## config.mk

```make
export PLATFORM = sky130hd
export DESIGN_NAME = dacfrm_tx
export DESIGN_NICKNAME = d
export VERILOG_FILES = /design/src/rtl/dacfrm_pkg.sv /design/src/rtl/dacfrm_rst_sync.sv /design/src/rtl/dacfrm_halfper.sv /design/src/rtl/dacfrm_downcnt.sv /design/src/rtl/dacfrm_shreg.sv /design/src/rtl/dacfrm_tx.sv
export SDC_FILE = /design/constraint.sdc
export NUM_CORES = 1
export LEC_CHECK = 0
export ABC_AREA = 1
export CORE_ASPECT_RATIO = 1.25
export CORE_MARGIN = 1.5
export CORE_UTILIZATION = 38
export DETAILED_ROUTE_END_ITERATION = 12
export PLACE_DENSITY_LB_ADDON = 0.2
export SYNTH_ARGS = -nofsm -noshare
export SYNTH_HDL_FRONTEND = slang
export SYNTH_SLANG_ARGS = --single-unit
export TNS_END_PERCENT = 100
```

## constraint.sdc

```tcl
create_clock -name clk_i -period 1.2 [get_ports clk_i]
set_clock_uncertainty 0.15 [all_clocks]
set_input_delay 0.18 -clock clk_i [delete_from_list [all_inputs] [get_ports clk_i]]
set_output_delay 0.18 -clock clk_i [all_outputs]
set_load 0.01 [all_outputs]
```

## src/rtl/dacfrm_pkg.sv

```systemverilog
`timescale 1ns/1ps
package dacfrm_pkg;

  localparam int FRAME_W  = 16;
  localparam int DATA_W   = 12;
  localparam int MODE_W   = 2;
  localparam int SPLIT_AT = 8;
  localparam int BIT_W    = $clog2(FRAME_W);

  typedef enum logic [2:0] {
    ST_IDLE  = 3'd0,
    ST_PRE   = 3'd1,
    ST_LEAD  = 3'd2,
    ST_SHIFT = 3'd3,
    ST_BGAP  = 3'd4,
    ST_TAIL  = 3'd5,
    ST_POST  = 3'd6
  } tx_state_e;

  // Field positions are fixed by the receiver's decoder.
  function automatic logic [FRAME_W-1:0] pack_frame(
    input logic              chan,
    input logic [MODE_W-1:0] mode,
    input logic [DATA_W-1:0] code
  );
    return {1'b0, chan, mode, code};
  endfunction

endpackage

```

## src/rtl/dacfrm_rst_sync.sv

```systemverilog
`timescale 1ns/1ps
module dacfrm_rst_sync #(
  parameter int STAGES = 2
) (
  input  logic clk_i,
  input  logic arst_n_i,
  output logic rst_n_o
);

  logic [STAGES-1:0] chain_q;

  generate
    if (STAGES == 1) begin : g_single
      always_ff @(posedge clk_i or negedge arst_n_i) begin
        if (!arst_n_i) chain_q <= 1'b0;
        else           chain_q <= 1'b1;
      end
    end else begin : g_multi
      always_ff @(posedge clk_i or negedge arst_n_i) begin
        if (!arst_n_i) chain_q <= '0;
        else           chain_q <= {chain_q[STAGES-2:0], 1'b1};
      end
    end
  endgenerate

  assign rst_n_o = chain_q[STAGES-1];

endmodule

```

## src/rtl/dacfrm_halfper.sv

```systemverilog
`timescale 1ns/1ps
module dacfrm_halfper #(
  parameter int HALF_DIV = 2
) (
  input  logic clk_i,
  input  logic rst_n_i,
  input  logic run_i,
  output logic tick_o
);

  localparam int CW = (HALF_DIV > 1) ? $clog2(HALF_DIV) : 1;
  localparam logic [CW-1:0] LAST = CW'(HALF_DIV - 1);

  logic [CW-1:0] cnt_q, cnt_d;
  logic          wrap;

  assign wrap   = (cnt_q == LAST);
  assign tick_o = run_i && wrap;

  always_comb begin
    if (!run_i)    cnt_d = '0;
    else if (wrap) cnt_d = '0;
    else           cnt_d = cnt_q + 1'b1;
  end

  always_ff @(posedge clk_i or negedge rst_n_i) begin
    if (!rst_n_i) cnt_q <= '0;
    else          cnt_q <= cnt_d;
  end

endmodule

```

## src/rtl/dacfrm_downcnt.sv

```systemverilog
`timescale 1ns/1ps
module dacfrm_downcnt #(
  parameter int W = 4
) (
  input  logic         clk_i,
  input  logic         rst_n_i,
  input  logic         load_i,
  input  logic [W-1:0] load_val_i,
  input  logic         en_i,
  output logic         zero_o
);

  logic [W-1:0] cnt_q, cnt_d;
  logic         cnt_ce;

  assign zero_o = (cnt_q == '0);
  assign cnt_ce = load_i || (en_i && !zero_o);

  always_comb begin
    if (load_i) cnt_d = load_val_i;
    else        cnt_d = cnt_q - 1'b1;
  end

  always_ff @(posedge clk_i or negedge rst_n_i) begin
    if (!rst_n_i)    cnt_q <= '0;
    else if (cnt_ce) cnt_q <= cnt_d;
  end

endmodule

```

## src/rtl/dacfrm_shreg.sv

```systemverilog
`timescale 1ns/1ps
module dacfrm_shreg #(
  parameter int W = 16
) (
  input  logic         clk_i,
  input  logic         rst_n_i,
  input  logic         load_i,
  input  logic [W-1:0] load_val_i,
  input  logic         shift_i,
  output logic         msb_o
);

  logic [W-1:0] sr_q, sr_d;
  logic         sr_ce;

  assign sr_ce = load_i || shift_i;
  assign msb_o = sr_q[W-1];

  always_comb begin
    if (load_i) sr_d = load_val_i;
    else        sr_d = {sr_q[W-2:0], 1'b0};
  end

  always_ff @(posedge clk_i or negedge rst_n_i) begin
    if (!rst_n_i)   sr_q <= '0;
    else if (sr_ce) sr_q <= sr_d;
  end

endmodule

```

## src/rtl/dacfrm_tx.sv

```systemverilog
`timescale 1ns/1ps
module dacfrm_tx
  import dacfrm_pkg::*;
#(
  parameter int HALF_DIV   = 2,
  parameter int GAP_CLKS   = 8,
  parameter int BYTE_GAP   = 2,
  parameter int RST_STAGES = 2
) (
  input  logic              clk_i,
  input  logic              arst_n_i,
  input  logic              start_i,
  input  logic              chan_i,
  input  logic [MODE_W-1:0] mode_i,
  input  logic [DATA_W-1:0] data_i,
  input  logic              split_i,
  output logic              busy_o,
  output logic              sck_o,
  output logic              fs_n_o,
  output logic              sdo_o
);

  localparam int CMAX = (GAP_CLKS > BYTE_GAP) ? GAP_CLKS : BYTE_GAP;
  localparam int CW   = $clog2(CMAX + 1);
  localparam logic [CW-1:0]    GAP_LOAD  = CW'(GAP_CLKS - 1);
  localparam logic [CW-1:0]    BGAP_LOAD = CW'(BYTE_GAP - 1);
  localparam logic [BIT_W-1:0] LAST_BIT  = BIT_W'(FRAME_W - 1);
  localparam logic [BIT_W-1:0] MID_BIT   = BIT_W'(SPLIT_AT - 1);

  logic rst_n;

  tx_state_e        st_q, st_d;
  logic             fsn_q, fsn_d;
  logic             sck_q, sck_d;
  logic             sdo_q, sdo_d;
  logic             split_q, split_d;
  logic [BIT_W-1:0] bcnt_q, bcnt_d;

  logic          run, tick;
  logic          sh_load, sh_shift, sh_msb;
  logic          cnt_load, cnt_en, cnt_zero;
  logic [CW-1:0] cnt_val;

  dacfrm_rst_sync #(.STAGES(RST_STAGES)) i_rst_sync (
    .clk_i    (clk_i),
    .arst_n_i (arst_n_i),
    .rst_n_o  (rst_n)
  );

  dacfrm_halfper #(.HALF_DIV(HALF_DIV)) i_halfper (
    .clk_i   (clk_i),
    .rst_n_i (rst_n),
    .run_i   (run),
    .tick_o  (tick)
  );

  dacfrm_downcnt #(.W(CW)) i_gapcnt (
    .clk_i      (clk_i),
    .rst_n_i    (rst_n),
    .load_i     (cnt_load),
    .load_val_i (cnt_val),
    .en_i       (cnt_en),
    .zero_o     (cnt_zero)
  );

  dacfrm_shreg #(.W(FRAME_W)) i_shreg (
    .clk_i      (clk_i),
    .rst_n_i    (rst_n),
    .load_i     (sh_load),
    .load_val_i (pack_frame(chan_i, mode_i, data_i)),
    .shift_i    (sh_shift),
    .msb_o      (sh_msb)
  );

  assign run = (st_q == ST_LEAD) || (st_q == ST_SHIFT) ||
               (st_q == ST_BGAP) || (st_q == ST_TAIL);

  // Next-state logic
  always_comb begin
    st_d     = st_q;
    fsn_d    = fsn_q;
    sck_d    = sck_q;
    sdo_d    = sdo_q;
    split_d  = split_q;
    bcnt_d   = bcnt_q;
    sh_load  = 1'b0;
    sh_shift = 1'b0;
    cnt_load = 1'b0;
    cnt_val  = '0;
    cnt_en   = 1'b0;
    unique case (st_q)
      ST_IDLE: begin
        if (start_i) begin
          st_d     = ST_PRE;
          fsn_d    = 1'b1;
          split_d  = split_i;
          sh_load  = 1'b1;
          cnt_load = 1'b1;
          cnt_val  = GAP_LOAD;
        end
      end
      ST_PRE: begin
        cnt_en = 1'b1;
        if (cnt_zero) begin
          st_d  = ST_LEAD;
          fsn_d = 1'b0;
        end
      end
      ST_LEAD: begin
        if (tick) begin
          st_d     = ST_SHIFT;
          sck_d    = 1'b1;
          sdo_d    = sh_msb;
          sh_shift = 1'b1;
          bcnt_d   = '0;
        end
      end
      ST_SHIFT: begin
        if (tick) begin
          if (sck_q) begin
            sck_d = 1'b0;
            if (bcnt_q == LAST_BIT) begin
              st_d = ST_TAIL;
            end else if (split_q && (bcnt_q == MID_BIT)) begin
              st_d     = ST_BGAP;
              cnt_load = 1'b1;
              cnt_val  = BGAP_LOAD;
            end
          end else begin
            sck_d    = 1'b1;
            sdo_d    = sh_msb;
            sh_shift = 1'b1;
            bcnt_d   = bcnt_q + 1'b1;
          end
        end
      end
      ST_BGAP: begin
        cnt_en = tick;
        if (tick && cnt_zero) st_d = ST_SHIFT;
      end
      ST_TAIL: begin
        if (tick) begin
          st_d     = ST_POST;
          fsn_d    = 1'b1;
          sdo_d    = 1'b0;
          cnt_load = 1'b1;
          cnt_val  = GAP_LOAD;
        end
      end
      ST_POST: begin
        cnt_en = 1'b1;
        if (cnt_zero) begin
          st_d  = ST_IDLE;
          fsn_d = 1'b0;
        end
      end
      default: st_d = ST_IDLE;
    endcase
  end

  // State registers
  always_ff @(posedge clk_i or negedge rst_n) begin
    if (!rst_n) begin
      st_q    <= ST_IDLE;
      fsn_q   <= 1'b0;
      sck_q   <= 1'b0;
      sdo_q   <= 1'b0;
      split_q <= 1'b0;
      bcnt_q  <= '0;
    end else begin
      st_q    <= st_d;
      fsn_q   <= fsn_d;
      sck_q   <= sck_d;
      sdo_q   <= sdo_d;
      split_q <= split_d;
      bcnt_q  <= bcnt_d;
    end
  end

  assign busy_o = (st_q != ST_IDLE);
  assign sck_o  = sck_q;
  assign fs_n_o = fsn_q;
  assign sdo_o  = sdo_q;

  AST_SCK_FRAMED: assert property (@(posedge clk_i) disable iff (!rst_n) sck_q |-> !fsn_q);
  AST_SDO_HOLD: assert property (@(posedge clk_i) disable iff (!rst_n) (sck_q && $past(sck_q)) |-> $stable(sdo_q));
  AST_FS_FALL_CLEAN: assert property (@(posedge clk_i) disable iff (!rst_n) $fell(fsn_q) |-> (!sck_q && !$past(sck_q)));
  AST_IDLE_QUIET: assert property (@(posedge clk_i) disable iff (!rst_n) (st_q == ST_IDLE) |-> (!sck_q && !sdo_q && !fsn_q));
  AST_BUSY_ON_START: assert property (@(posedge clk_i) disable iff (!rst_n) ((st_q == ST_IDLE) && start_i) |=> busy_o);
  AST_BGAP_HELD: assert property (@(posedge clk_i) disable iff (!rst_n) (st_q == ST_BGAP) |-> (!sck_q && !fsn_q));

endmodule

```

==> flow_summary.json <==
{
  "violations": "setup timing",
  "dp.cells": 338,
  "status": "finished, violations left",
  "setup_tns_ns": -10.94,
  "pin_count": 23,
  "setup_ws_ns": -0.434,
  "yosys.area.top_type": "dfrtp_1",
  "slew_violations": 0,
  "die-width_um": 64.3,
  "drv_cap": 0,
  "drt_iter0_markers": 92,
  "grt_max_degree": 33,
  "totalWireLength_mm": 4.97,
  "p_per_area_nw_per_um2": 2460,
  "numCtsBuffers": 5,
  "async_reset_ff_share_pct": 100,
  "dp_hpwl_mm": 2.92,
  "fin_crit_sh_pct": 136,
  "fill_cells": 361,
  "drcViolationCount": 0,
  "die-area_um2": 5120,
  "critPathLaunchType": "flip-flop",
  "worstPathCellList": "buf_4, nor2_4, buf_6, nand3_4, nand2_4, inv_6, nand3_2, nand2_1, nand2_1, nand2_1",
  "grt_pass1_wl_mm": 7.89,
  "fin_area_um2": 2990,
  "preCtsSetupSlack_ns": -0.389,
  "die-height_um": 79.6,
  "cts.clk_slew.worst_paths_ns": 0.07,
  "hold_violations": 0,
  "r2r_slack_ns": -0.43,
  "wl_per_cell_um": 13.6,
  "grt_pass1_vias": 1804,
  "synthFlopType": "dfrtp_1",
  "setup.worst_path.class": "reg -> reg",
  "clk_latency_ns": 0.30,
  "fin_cells": 365,
  "cp_max_fo": 7,
  "placed_area_um2": 2400,
  "fin_nets": 328,
  "antenna_found_initial": 0,
  "yosys_warnings": 0,
  "utilization_pct": 67.0,
  "synthesis.area_um2": 1790,
  "yosys-top-cells-count": "82 x nand2_1, 42 x nand3_1, 34 x dfrtp_1",
  "period_needed_ns": 1.63,
  "synth_edf_count": 0,
  "h-tree-depth": 2,
  "avgSynthCellArea_um2": 7.87,
  "irDropWorstVdd_mv": 1.24,
  "place.gp.congestion": 0.781,
  "hold_path_class": "reg -> async",
  "synth_most_common_cell": "nand2_1",
  "drive_above_1_share_pct": 43.0,
  "port_buffers": 22,
  "final_antenna_net_count": 0,
  "rsz0062_at_grt": "true",
  "coreArea_um2": 4460,
  "clockBufferDepth": 2,
  "finalSetupViolations": 34,
  "synthTopCellsByArea": "dfrtp_1 48%, nand2_1 17%, nand3_1 12%",
  "synth_cell_type_count": 28,
  "clockRootBuffer": "clkbuf_8",
  "ys_ff_latch": 34,
  "ff_latch_area_um2": 855,
  "diodes": 0,
  "num_rows": 27,
  "crit_path_top_delay_cell": "dfrtp_2",
  "synth_nets": 249,
  "syn2layout_area_growth_pct": 67.3,
  "cpPeakStageDelay_ns": 0.41,
  "multi_input_area_um2": 1110,
  "cts_tree": "done",
  "worst_setup_path_end_kind": "flip-flop",
  "worst-endpoint-arrival_ns": 1.67,
  "grt_overflow": 0,
  "yosysSeqAreaShare_pct": 47.7,
  "max_freq_mhz": 612,
  "track_usage_pct": 20.0,
  "synth_cells": 227,
  "start_util_pct": 40.0,
  "p_leak_nw": 1.45,
  "synth_top_area_share_pct": 47.7,
  "drt_pass1_iterations": 4,
  "cts.sinks": 34,
  "via_per_inst": 5.01,
  "cp_common_cell": "nand2_1",
  "vias": 1827,
  "worstPathRequired_ns": 1.24
}
==> cell type report <==
type	count	area share, %
clock buffer	7	2.89
clock inverter	1	0.168
inverter	22	4.44
multi-input combinational	166	37.2
sequential	34	28.6
tap	58	2.43
timing repair buffer	77	24.3
==> cells by family (layout without fill, tap and decap cells) <==
kind of cell,count (synthesis),count (layout),share of synthesized area (%)
AOI/OAI and AO/OA,14,14,4.91
xor gates and xnor gates,3,3,1.47
adders and majority gates,3,3,2.10
buffers and inverters,27,107,6.66
DFF,34,34,47.7
other,1,1,0.210
and+or+nand+nor,145,145,37.0
==> path summary, 6_finish.rpt <==
check,endpoint,depth (start not counted),startpoint
min,bcnt_q[1],1,i_rst_sync.chain_q[1]
min reg2reg,bcnt_q[1],1,i_rst_sync.chain_q[1]
max,i_gapcnt.cnt_q[1],10,st_q[0]
min in group clk_i,i_rst_sync.chain_q[1],0,i_rst_sync.chain_q[0]
max in group asynchronous,i_rst_sync.chain_q[1],2,arst_n_i
max reg2reg,i_gapcnt.cnt_q[1],10,st_q[0]
==> metrics by stage <==
| stage | hold WS (ns) | power [mW] |
|---|---|---|
| final | 0.0660 | 7.35 |
| after CTS | 0.0869 | 6.66 |
| after floorplan | -0.266 | 3.87 |
| after global routing | 0.0958 | 7.88 |
| after detailed placement | 0.0807 | 5.07 |
| after global placement | 0.0744 | 5.02 |
==> critical path: cells and delay by family, from the launching register on <==
kind	cells	cell delay, ns
buffers and inverters	3	0.33
and+or+nand+nor	7	0.64
DFF	1	0.41
==> sequential cells by signal, summed over array words and instances (netlist names) <==
name	flops
st_q	3
i_gapcnt.cnt_q	4
bcnt_q	4
sdo_o	1
i_shreg.sr_q	16
sck_o	1
i_rst_sync.chain_q	2
i_halfper.cnt_q	1
split_q	1
fs_n_o	1
==> power breakdown <==
part	internal [mW]	switching, mW
clock	0.463	0.419
sequential	1.64	0.309
combinational	2.12	2.39
total	4.23	3.12
==> cells in the final DEF, fill, tap and decap left out, types with 2 or more instances in the layout <==
| cell type | count |
|---|---|
| nand2_1 | 63 |
| buf_4 | 37 |
| nand3_1 | 31 |
| dfrtp_1 | 31 |
| clkdlybuf4s50_1 | 18 |
| buf_6 | 13 |
| nand2_2 | 11 |
| inv_1 | 10 |
| nand2_4 | 9 |
| nand3_2 | 9 |
| clkbuf_8 | 6 |
| inv_2 | 5 |
| nor2_4 | 5 |
| nand3_4 | 5 |
| nor2_1 | 5 |
| o21ai_2 | 5 |
| buf_12 | 4 |
| inv_6 | 3 |
| nand4_1 | 3 |
| xor2_1 | 3 |
| buf_2 | 3 |
| dfrtp_2 | 3 |
| clkinv_8 | 2 |
| o21ai_1 | 2 |
| ha_4 | 2 |
==> what timing repair did <==
action | CTS | global route
cloned | 0 | 0
resized for setup | 65 | 45
setup endpoints to repair | 36 | 34
hold buffers | 1 | 0
pin swaps | 17 | 26
setup buffers | 12 | 7
endpoints found under the hold margin | 2 | 0
==> layer usage <==
layer / global-route usage [%] / wire, um
met5: 0 / 0
met4: 11.1 / 139
met3: 3.10 / 145
met2: 35.6 / 2670
met1: 22.7 / 2010
Note: power is estimated with default switching activity, not from simulation.
